**src/rtl/iqi_pkg.sv**
```systemverilog
// Shared types and constants for the interleaved I/Q interpolating front end.
// Assumes exactly two channels (I and Q) fed by one multiplexed bus.
package iqi_pkg;
    localparam int NUM_CH = 2;
    localparam int CH_I   = 0;
    localparam int CH_Q   = 1;

    // Which polyphase branch the filters drive onto their outputs this cycle.
    typedef enum logic [1:0] {
        EMIT_NONE   = 2'd0,
        EMIT_CENTER = 2'd1,
        EMIT_MID    = 2'd2
    } emit_e;
endpackage

```
**src/rtl/iqi_pair_demux.sv**
```systemverilog
// Pair assembler: holds the first half of an I/Q pair and raises pair_push
// when the write that completes the pair arrives. Assumes at most one
// written word per cycle, so a push can never occur on consecutive cycles.
module iqi_pair_demux #(
    parameter int W = 10
) (
    input  logic         clk,
    input  logic         rst_n,
    input  logic         wr_en,
    input  logic         sel_i,
    input  logic [W-1:0] din,
    output logic         pair_push,
    output logic [W-1:0] samp_i,
    output logic [W-1:0] samp_q
);
    logic [W-1:0] hold_i, hold_q;
    logic         have_i, have_q;

    // Completing write: the opposite half is already waiting.
    always_comb begin
        pair_push = wr_en && (sel_i ? have_q : have_i);
        samp_i    = sel_i ? din : hold_i;
        samp_q    = sel_i ? hold_q : din;
    end

    // Capture a lone half, or release both halves when a pair completes.
    always_ff @(posedge clk) begin
        if (!rst_n) begin
            hold_i <= '0;
            hold_q <= '0;
            have_i <= 1'b0;
            have_q <= 1'b0;
        end else if (pair_push) begin
            have_i <= 1'b0;
            have_q <= 1'b0;
        end else if (wr_en) begin
            if (sel_i) begin
                hold_i <= din;
                have_i <= 1'b1;
            end else begin
                hold_q <= din;
                have_q <= 1'b1;
            end
        end
    end
endmodule

```
**src/rtl/iqi_phase_ctrl.sv**
```systemverilog
// Shared phase controller: after each accepted pair it drives the centre
// branch on the next edge and the midpoint branch on the edge after.
// Output is gated until FILL_PAIRS pairs have entered the histories.
// Assumes pushes are at least two cycles apart.
module iqi_phase_ctrl
    import iqi_pkg::*;
#(
    parameter int FILL_PAIRS = 4
) (
    input  logic  clk,
    input  logic  rst_n,
    input  logic  push,
    output emit_e emit,
    output logic  filled,
    output logic  out_valid
);
    localparam int CW = $clog2(FILL_PAIRS + 1);

    logic          push_d;
    logic          mid_due;
    logic [CW-1:0] fill_cnt;

    // History is full once FILL_PAIRS pairs have been accepted.
    always_comb filled = (fill_cnt == CW'(FILL_PAIRS));

    // Choose the branch to present this edge.
    always_comb begin
        if (push_d && filled)       emit = EMIT_CENTER;
        else if (mid_due && filled) emit = EMIT_MID;
        else                        emit = EMIT_NONE;
    end

    // Phase sequencing, fill counting and the registered valid flag.
    always_ff @(posedge clk) begin
        if (!rst_n) begin
            push_d    <= 1'b0;
            mid_due   <= 1'b0;
            fill_cnt  <= '0;
            out_valid <= 1'b0;
        end else begin
            push_d    <= push;
            mid_due   <= push_d;
            out_valid <= (emit != EMIT_NONE);
            if (push && !filled) fill_cnt <= fill_cnt + 1'b1;
        end
    end
endmodule

```
**src/rtl/iqi_halfband.sv**
```systemverilog
// One channel of the 2x halfband interpolator (taps -1,0,9,16,9,0,-1 / 16).
// Keeps the last four input samples. The centre branch returns the
// third-newest sample; the midpoint branch computes the even-tap sum, then
// rounds and clips it. The output is zero when no branch is selected.
module iqi_halfband
    import iqi_pkg::*;
#(
    parameter int W    = 10,
    parameter int FRAC = 4
) (
    input  logic         clk,
    input  logic         rst_n,
    input  logic         push,
    input  logic [W-1:0] samp,
    input  emit_e        emit,
    output logic [W-1:0] y
);
    localparam int DEPTH = 4;
    localparam int SW    = W + FRAC + 2;
    localparam logic signed [SW-1:0] RND  = SW'(1 << (FRAC - 1));
    localparam logic signed [SW-1:0] MAXV = SW'((1 << (W - 1)) - 1);
    localparam logic signed [SW-1:0] MINV = ~MAXV;

    logic [W-1:0]          tap [DEPTH];
    logic signed [SW-1:0]  e0, e1, e2, e3, pair_sum, acc, rnd;
    logic [W-1:0]          mid_sat;

    // Sign extension of a stored sample to the accumulator width.
    function automatic logic signed [SW-1:0] sext(input logic [W-1:0] v);
        return $signed({{(SW - W){v[W-1]}}, v});
    endfunction

    // Delay line shifts only when a pair is accepted.
    always_ff @(posedge clk) begin
        if (!rst_n) begin
            for (int k = 0; k < DEPTH; k++) tap[k] <= '0;
        end else if (push) begin
            tap[0] <= samp;
            for (int k = 1; k < DEPTH; k++) tap[k] <= tap[k-1];
        end
    end

    // Midpoint branch: 9*(t1+t2) - t0 - t3, rounded, then clipped.
    always_comb begin
        e0       = sext(tap[0]);
        e1       = sext(tap[1]);
        e2       = sext(tap[2]);
        e3       = sext(tap[3]);
        pair_sum = e1 + e2;
        acc      = (pair_sum <<< 3) + pair_sum - e0 - e3;
        rnd      = (acc + RND) >>> FRAC;
        if (rnd > MAXV)      mid_sat = MAXV[W-1:0];
        else if (rnd < MINV) mid_sat = MINV[W-1:0];
        else                 mid_sat = rnd[W-1:0];
    end

    // Output register driven by the shared phase select.
    always_ff @(posedge clk) begin
        if (!rst_n) begin
            y <= '0;
        end else begin
            case (emit)
                EMIT_CENTER: y <= tap[2];
                EMIT_MID:    y <= mid_sat;
                default:     y <= '0;
            endcase
        end
    end
endmodule

```
**src/rtl/iq_interp_frontend.sv**
```systemverilog
// Top level: splits the interleaved bus into I/Q pairs and runs two matched
// halfband interpolators in lockstep under one phase controller, so both
// outputs change on the same edge and share one valid flag.
module iq_interp_frontend
    import iqi_pkg::*;
#(
    parameter int W          = 10,
    parameter int FRAC       = 4,
    parameter int FILL_PAIRS = 4
) (
    input  logic         clk,
    input  logic         rst_n,
    input  logic         wr_en,
    input  logic         sel_i,
    input  logic [W-1:0] din,
    output logic [W-1:0] i_out,
    output logic [W-1:0] q_out,
    output logic         out_valid
);
    logic         pair_push;
    logic         filled;
    emit_e        emit;
    logic [W-1:0] ch_in  [NUM_CH];
    logic [W-1:0] ch_out [NUM_CH];

    iqi_pair_demux #(.W(W)) u_demux (
        .clk       (clk),
        .rst_n     (rst_n),
        .wr_en     (wr_en),
        .sel_i     (sel_i),
        .din       (din),
        .pair_push (pair_push),
        .samp_i    (ch_in[CH_I]),
        .samp_q    (ch_in[CH_Q])
    );

    iqi_phase_ctrl #(.FILL_PAIRS(FILL_PAIRS)) u_ctrl (
        .clk       (clk),
        .rst_n     (rst_n),
        .push      (pair_push),
        .emit      (emit),
        .filled    (filled),
        .out_valid (out_valid)
    );

    for (genvar c = 0; c < NUM_CH; c++) begin : g_ch
        iqi_halfband #(.W(W), .FRAC(FRAC)) u_hb (
            .clk   (clk),
            .rst_n (rst_n),
            .push  (pair_push),
            .samp  (ch_in[c]),
            .emit  (emit),
            .y     (ch_out[c])
        );
    end

    // Channel outputs to ports.
    always_comb begin
        i_out = ch_out[CH_I];
        q_out = ch_out[CH_Q];
    end
endmodule

```
**config.mk**
```make
export PLATFORM = sky130hd
export DESIGN_NAME = iq_interp_frontend
export DESIGN_NICKNAME = d
export VERILOG_FILES = /design/src/rtl/iqi_pkg.sv /design/src/rtl/iqi_pair_demux.sv /design/src/rtl/iqi_phase_ctrl.sv /design/src/rtl/iqi_halfband.sv /design/src/rtl/iq_interp_frontend.sv
export SDC_FILE = /design/constraint.sdc
export NUM_CORES = 1
export LEC_CHECK = 0
export BUFFER_PORTS_ARGS = -buffer_cell sky130_fd_sc_hd__buf_4
export CAP_MARGIN = 20
export CORE_MARGIN = 2
export CORE_UTILIZATION = 57
export DETAILED_ROUTE_END_ITERATION = 12
export GPL_ROUTABILITY_DRIVEN = 0
export PLACE_DENSITY = 0.77
export SETUP_SLACK_MARGIN = 0.4
export SYNTH_ARGS = -nofsm -noshare
export SYNTH_HDL_FRONTEND = slang
export SYNTH_SLANG_ARGS = --single-unit
```
**constraint.sdc**
```tcl
create_clock -name clk -period 4.8 [get_ports clk]
set_clock_uncertainty 0.05 [all_clocks]
set_input_delay 0.48 -clock clk [delete_from_list [all_inputs] [get_ports clk]]
set_output_delay 0.48 -clock clk [all_outputs]
set_load 0.01 [all_outputs]
```
==> results.toml <==
[final_layout]
final_core_utilization = 0.762
antennaDiodeCount = 0
regArea_mm2 = 0.00336
final_cell_count_no_fill = 1160
finish.net_count = 1109
multiInputGateArea_mm2 = 0.00550
layout-area-overhead-vs-synth_pct = 29.4
post_route_cells_drive_above_1_share = 0.300
fillCellCount = 883

[yosys]
synth-edff-count = 80
ys_ff_latch = 128
synth.lib_cells_used.distinct = 57
synth-main-ff-cell = "edfxtp_1"
netlist_top_cells_count = "90 x ha_1, 82 x inv_1, 80 x edfxtp_1"
avgSynthCellArea_um2 = 10.6
yosys.area.top_type_share = 0.278
async_reset_ff_frac = 0
post-synth-top-area-cell = "edfxtp_1"
yosys.cell_count.top_type = "ha_1"
yosysWarnings = 0
syn-instance-count = 817
synth.cell_area_mm2 = 0.00863
synthesis.nets = 963
synth.top_cells.by_area = "edfxtp_1 28%, ha_1 13%, dfxtp_1 11%"
yosysSeqAreaShare = 0.390

[setup_path]
regToRegEndpoint = "g_ch[0].u_hb.y[4]"
startpoint = "g_ch[0].u_hb.tap[2][1]"
worst-path-max-fanout = 4
r2r_cells = 22
cp-end-kind = "flip-flop"
crit-reg2reg-launch = "g_ch[0].u_hb.tap[2][1]"
path_class = "flip-flop to flip-flop"
timing.critical_path.from_type = "flip-flop"
worst-endpoint-required_ns = 5.12
reg2reg_setup_slack_ns = -0.63
worstPathArrival_ns = 5.75

[sta]
max_slew_margin = 0.287
ratio_of_final_minimum_period_to_clock_period = 1.13
final_hold_viol_count = 0
max_clock_freq_mhz = 184
maxSlewViolCount = 0
final.hold.worst_slack_ns = 0.268
period_minus_slack_ns = 5.43
report.final.setup_viol = 20
timing.setup.tns_ns = -8.35
grt_setup_unrepaired = "yes"
max_slew.worst_pin.slew_ns = 1.07
setup_slack_ns = -0.629

[worst_hold_path]
min_to = "u_demux.have_i"
hold_path.class = "input pin to flip-flop"
hp-start = "wr_en"
hold-path-cell-count = 3

[clocking]
tritoncts = "built"
ctsHtreeMaxLevel = 4
cts.reportedPaths.clkPinSlew_ns = 0.06
clockBufferDepth = 2
cts.root.buffer_cell = "clkbuf_16"
clock_latency_ns = 0.43
cts.sinks = 128
cts_made_buffers = 17

[global_route]
first_global_vias = 6816
grt_antenna_before_repair = 0
grt_overall_usage = 0.263
gr-total-overflow = 0
grt_most_used_layer = "met2"
grt_start_max_net_pins = 90
groute.layer.met1.usage = 0.329
grt.met3_usage = 0.0486
grt.met2_usage = 0.453
grt_first_pass_wirelength_um = 33300

[routing]
detailed_route_wl_um = 22300
drt_pre_antenna_iters = 5
dr.first_iter.drc_count = 454
drt-vias-per-instance = 5.87
ant_nets = 0
route.detailed.drc = 0
wl_per_cell_um = 19.2
vias = 6804

[run_status]
failed_checks = "setup timing"
status = "finished with violations"

[placement]
dp_hpwl_um = 14000
dp_cells = 1082
place.port_buffers = 34

[floorplan]
boundaryPins = 35
core_area_mm2 = 0.0146
placement_rows = 44
start_util = 0.589
floorplan.die.height_um = 127
fp.dieArea_mm2 = 0.0161
die_w_um = 127

[pwr]
irDropWorstVdd_uv = 366
leakage_nw = 5.17
finalPower_mw = 7.14
power.density_mw_per_mm2 = 640

[job]
drv.max_cap_violation_count = 0
-- worst max-delay path, cell delays in order (launching register included) --
cell      delay (ns)
edfxtp_1        0.44
buf_6           0.15
fa_2            0.40
a21o_1          0.21
a21oi_2         0.18
o21bai_2        0.09
a21oi_2         0.15
buf_4           0.15
xnor2_2         0.09
fa_1            0.57
inv_1           0.07
fa_1            0.50
inv_1           0.08
ha_4            0.28
ha_4            0.20
and4_2          0.24
a221oi_2        0.26
o21ai_1         0.10
a31oi_1         0.25
xnor2_1         0.18
o31a_1          0.39
nor2b_4         0.20
a22o_1          0.15
-- flip-flops by register name, summed over array words and instances, names as in the netlist --
register and count:
g_ch.u_hb.tap 80, g_ch.u_hb.y 20, u_demux.hold_i 10, u_demux.hold_q 10
u_ctrl.fill_cnt 3, u_ctrl.mid_due 1, u_ctrl.out_valid 1, u_ctrl.push_d 1
u_demux.have_i 1, u_demux.have_q 1
-- layout by cell type (no fill, tap or decap), types with 7 or more instances in the layout --
cell	Yosys	layout
fa_1	42	35
a21oi_2	0	14
xnor2_2	0	9
inv_1	82	80
xor2_1	19	17
and3_1	54	52
xnor2_1	37	27
clkbuf_16	0	17
nor2b_1	14	12
fa_2	0	7
nand2_1	57	55
dfxtp_1	48	48
ha_4	0	15
ha_1	90	72
edfxtp_1	80	80
buf_4	1	146
a21o_1	25	24
a21oi_1	36	21
mux2i_1	31	31
a21boi_0	12	11
a22o_1	9	9
nor2_1	54	51
-- per-stage QoR --
| stage | setup slack, ns | instance area (µm²) |
|---|---|---|
| 3_3_place_gp | -0.429 | 9820 |
| 2_1_floorplan | 0.00578 | 8880 |
| 4_1_cts | -0.386 | 10800 |
| 6_report | -0.629 | 11200 |
| 3_5_place_dp | -0.680 | 9850 |
| 5_1_grt | -0.762 | 11200 |
-- kinds of logic after synthesis --
kind of cell | after synthesis | synth area share
compound gates | 143 | 0.116
simple gates | 217 | 0.125
fa+ha+maj | 132 | 0.228
flops | 128 | 0.390
xor+xnor | 56 | 0.0569
buf+inv | 110 | 0.0484
mux | 31 | 0.0360
-- repair_timing --
item | 4_1_cts | 5_1_grt
resized for setup | 38 | 36
gates cloned | 1 | 1
endpoints found under the setup margin | 20 | 20
hold buffers | 0 | 0
buffers inserted | 29 | 15
pin swaps | 37 | 38
-- area by class of cell --
class                      instances  area share
clock buffer                      18      0.0384
clock inverter                    14      0.0126
inverter                          82      0.0276
multi-input combinational        581       0.493
sequential                       128       0.301
tap                              184      0.0206
timing repair buffer             153       0.107
-- where the power goes --
group	internal (mW)	leakage, nW	switching, mW
sequential	1.22	1.22	0.0342
clock	0.760	0.272	0.505
combinational	2.25	3.68	2.37
-- worst max-delay path by stage --
stage / cells past startpoint / slack [ns] / to
after floorplan: 22 / 0.006 / g_ch[0].u_hb.y[0]
after global placement: 21 / -0.43 / g_ch[0].u_hb.y[3]
after detailed placement: 21 / -0.68 / g_ch[0].u_hb.y[8]
after CTS: 21 / -0.39 / g_ch[0].u_hb.y[7]
after global routing: 24 / -0.76 / g_ch[0].u_hb.y[8]
final: 22 / -0.63 / g_ch[0].u_hb.y[4]
-- per-layer routing --
layer	part of all wire	vias to the layer above
met5	0	-
met4	0.041	0
met3	0.050	64
met2	0.50	244
met1	0.41	3351
li1	-	3145
No activity file was read; power rests on OpenSTA's default activity.
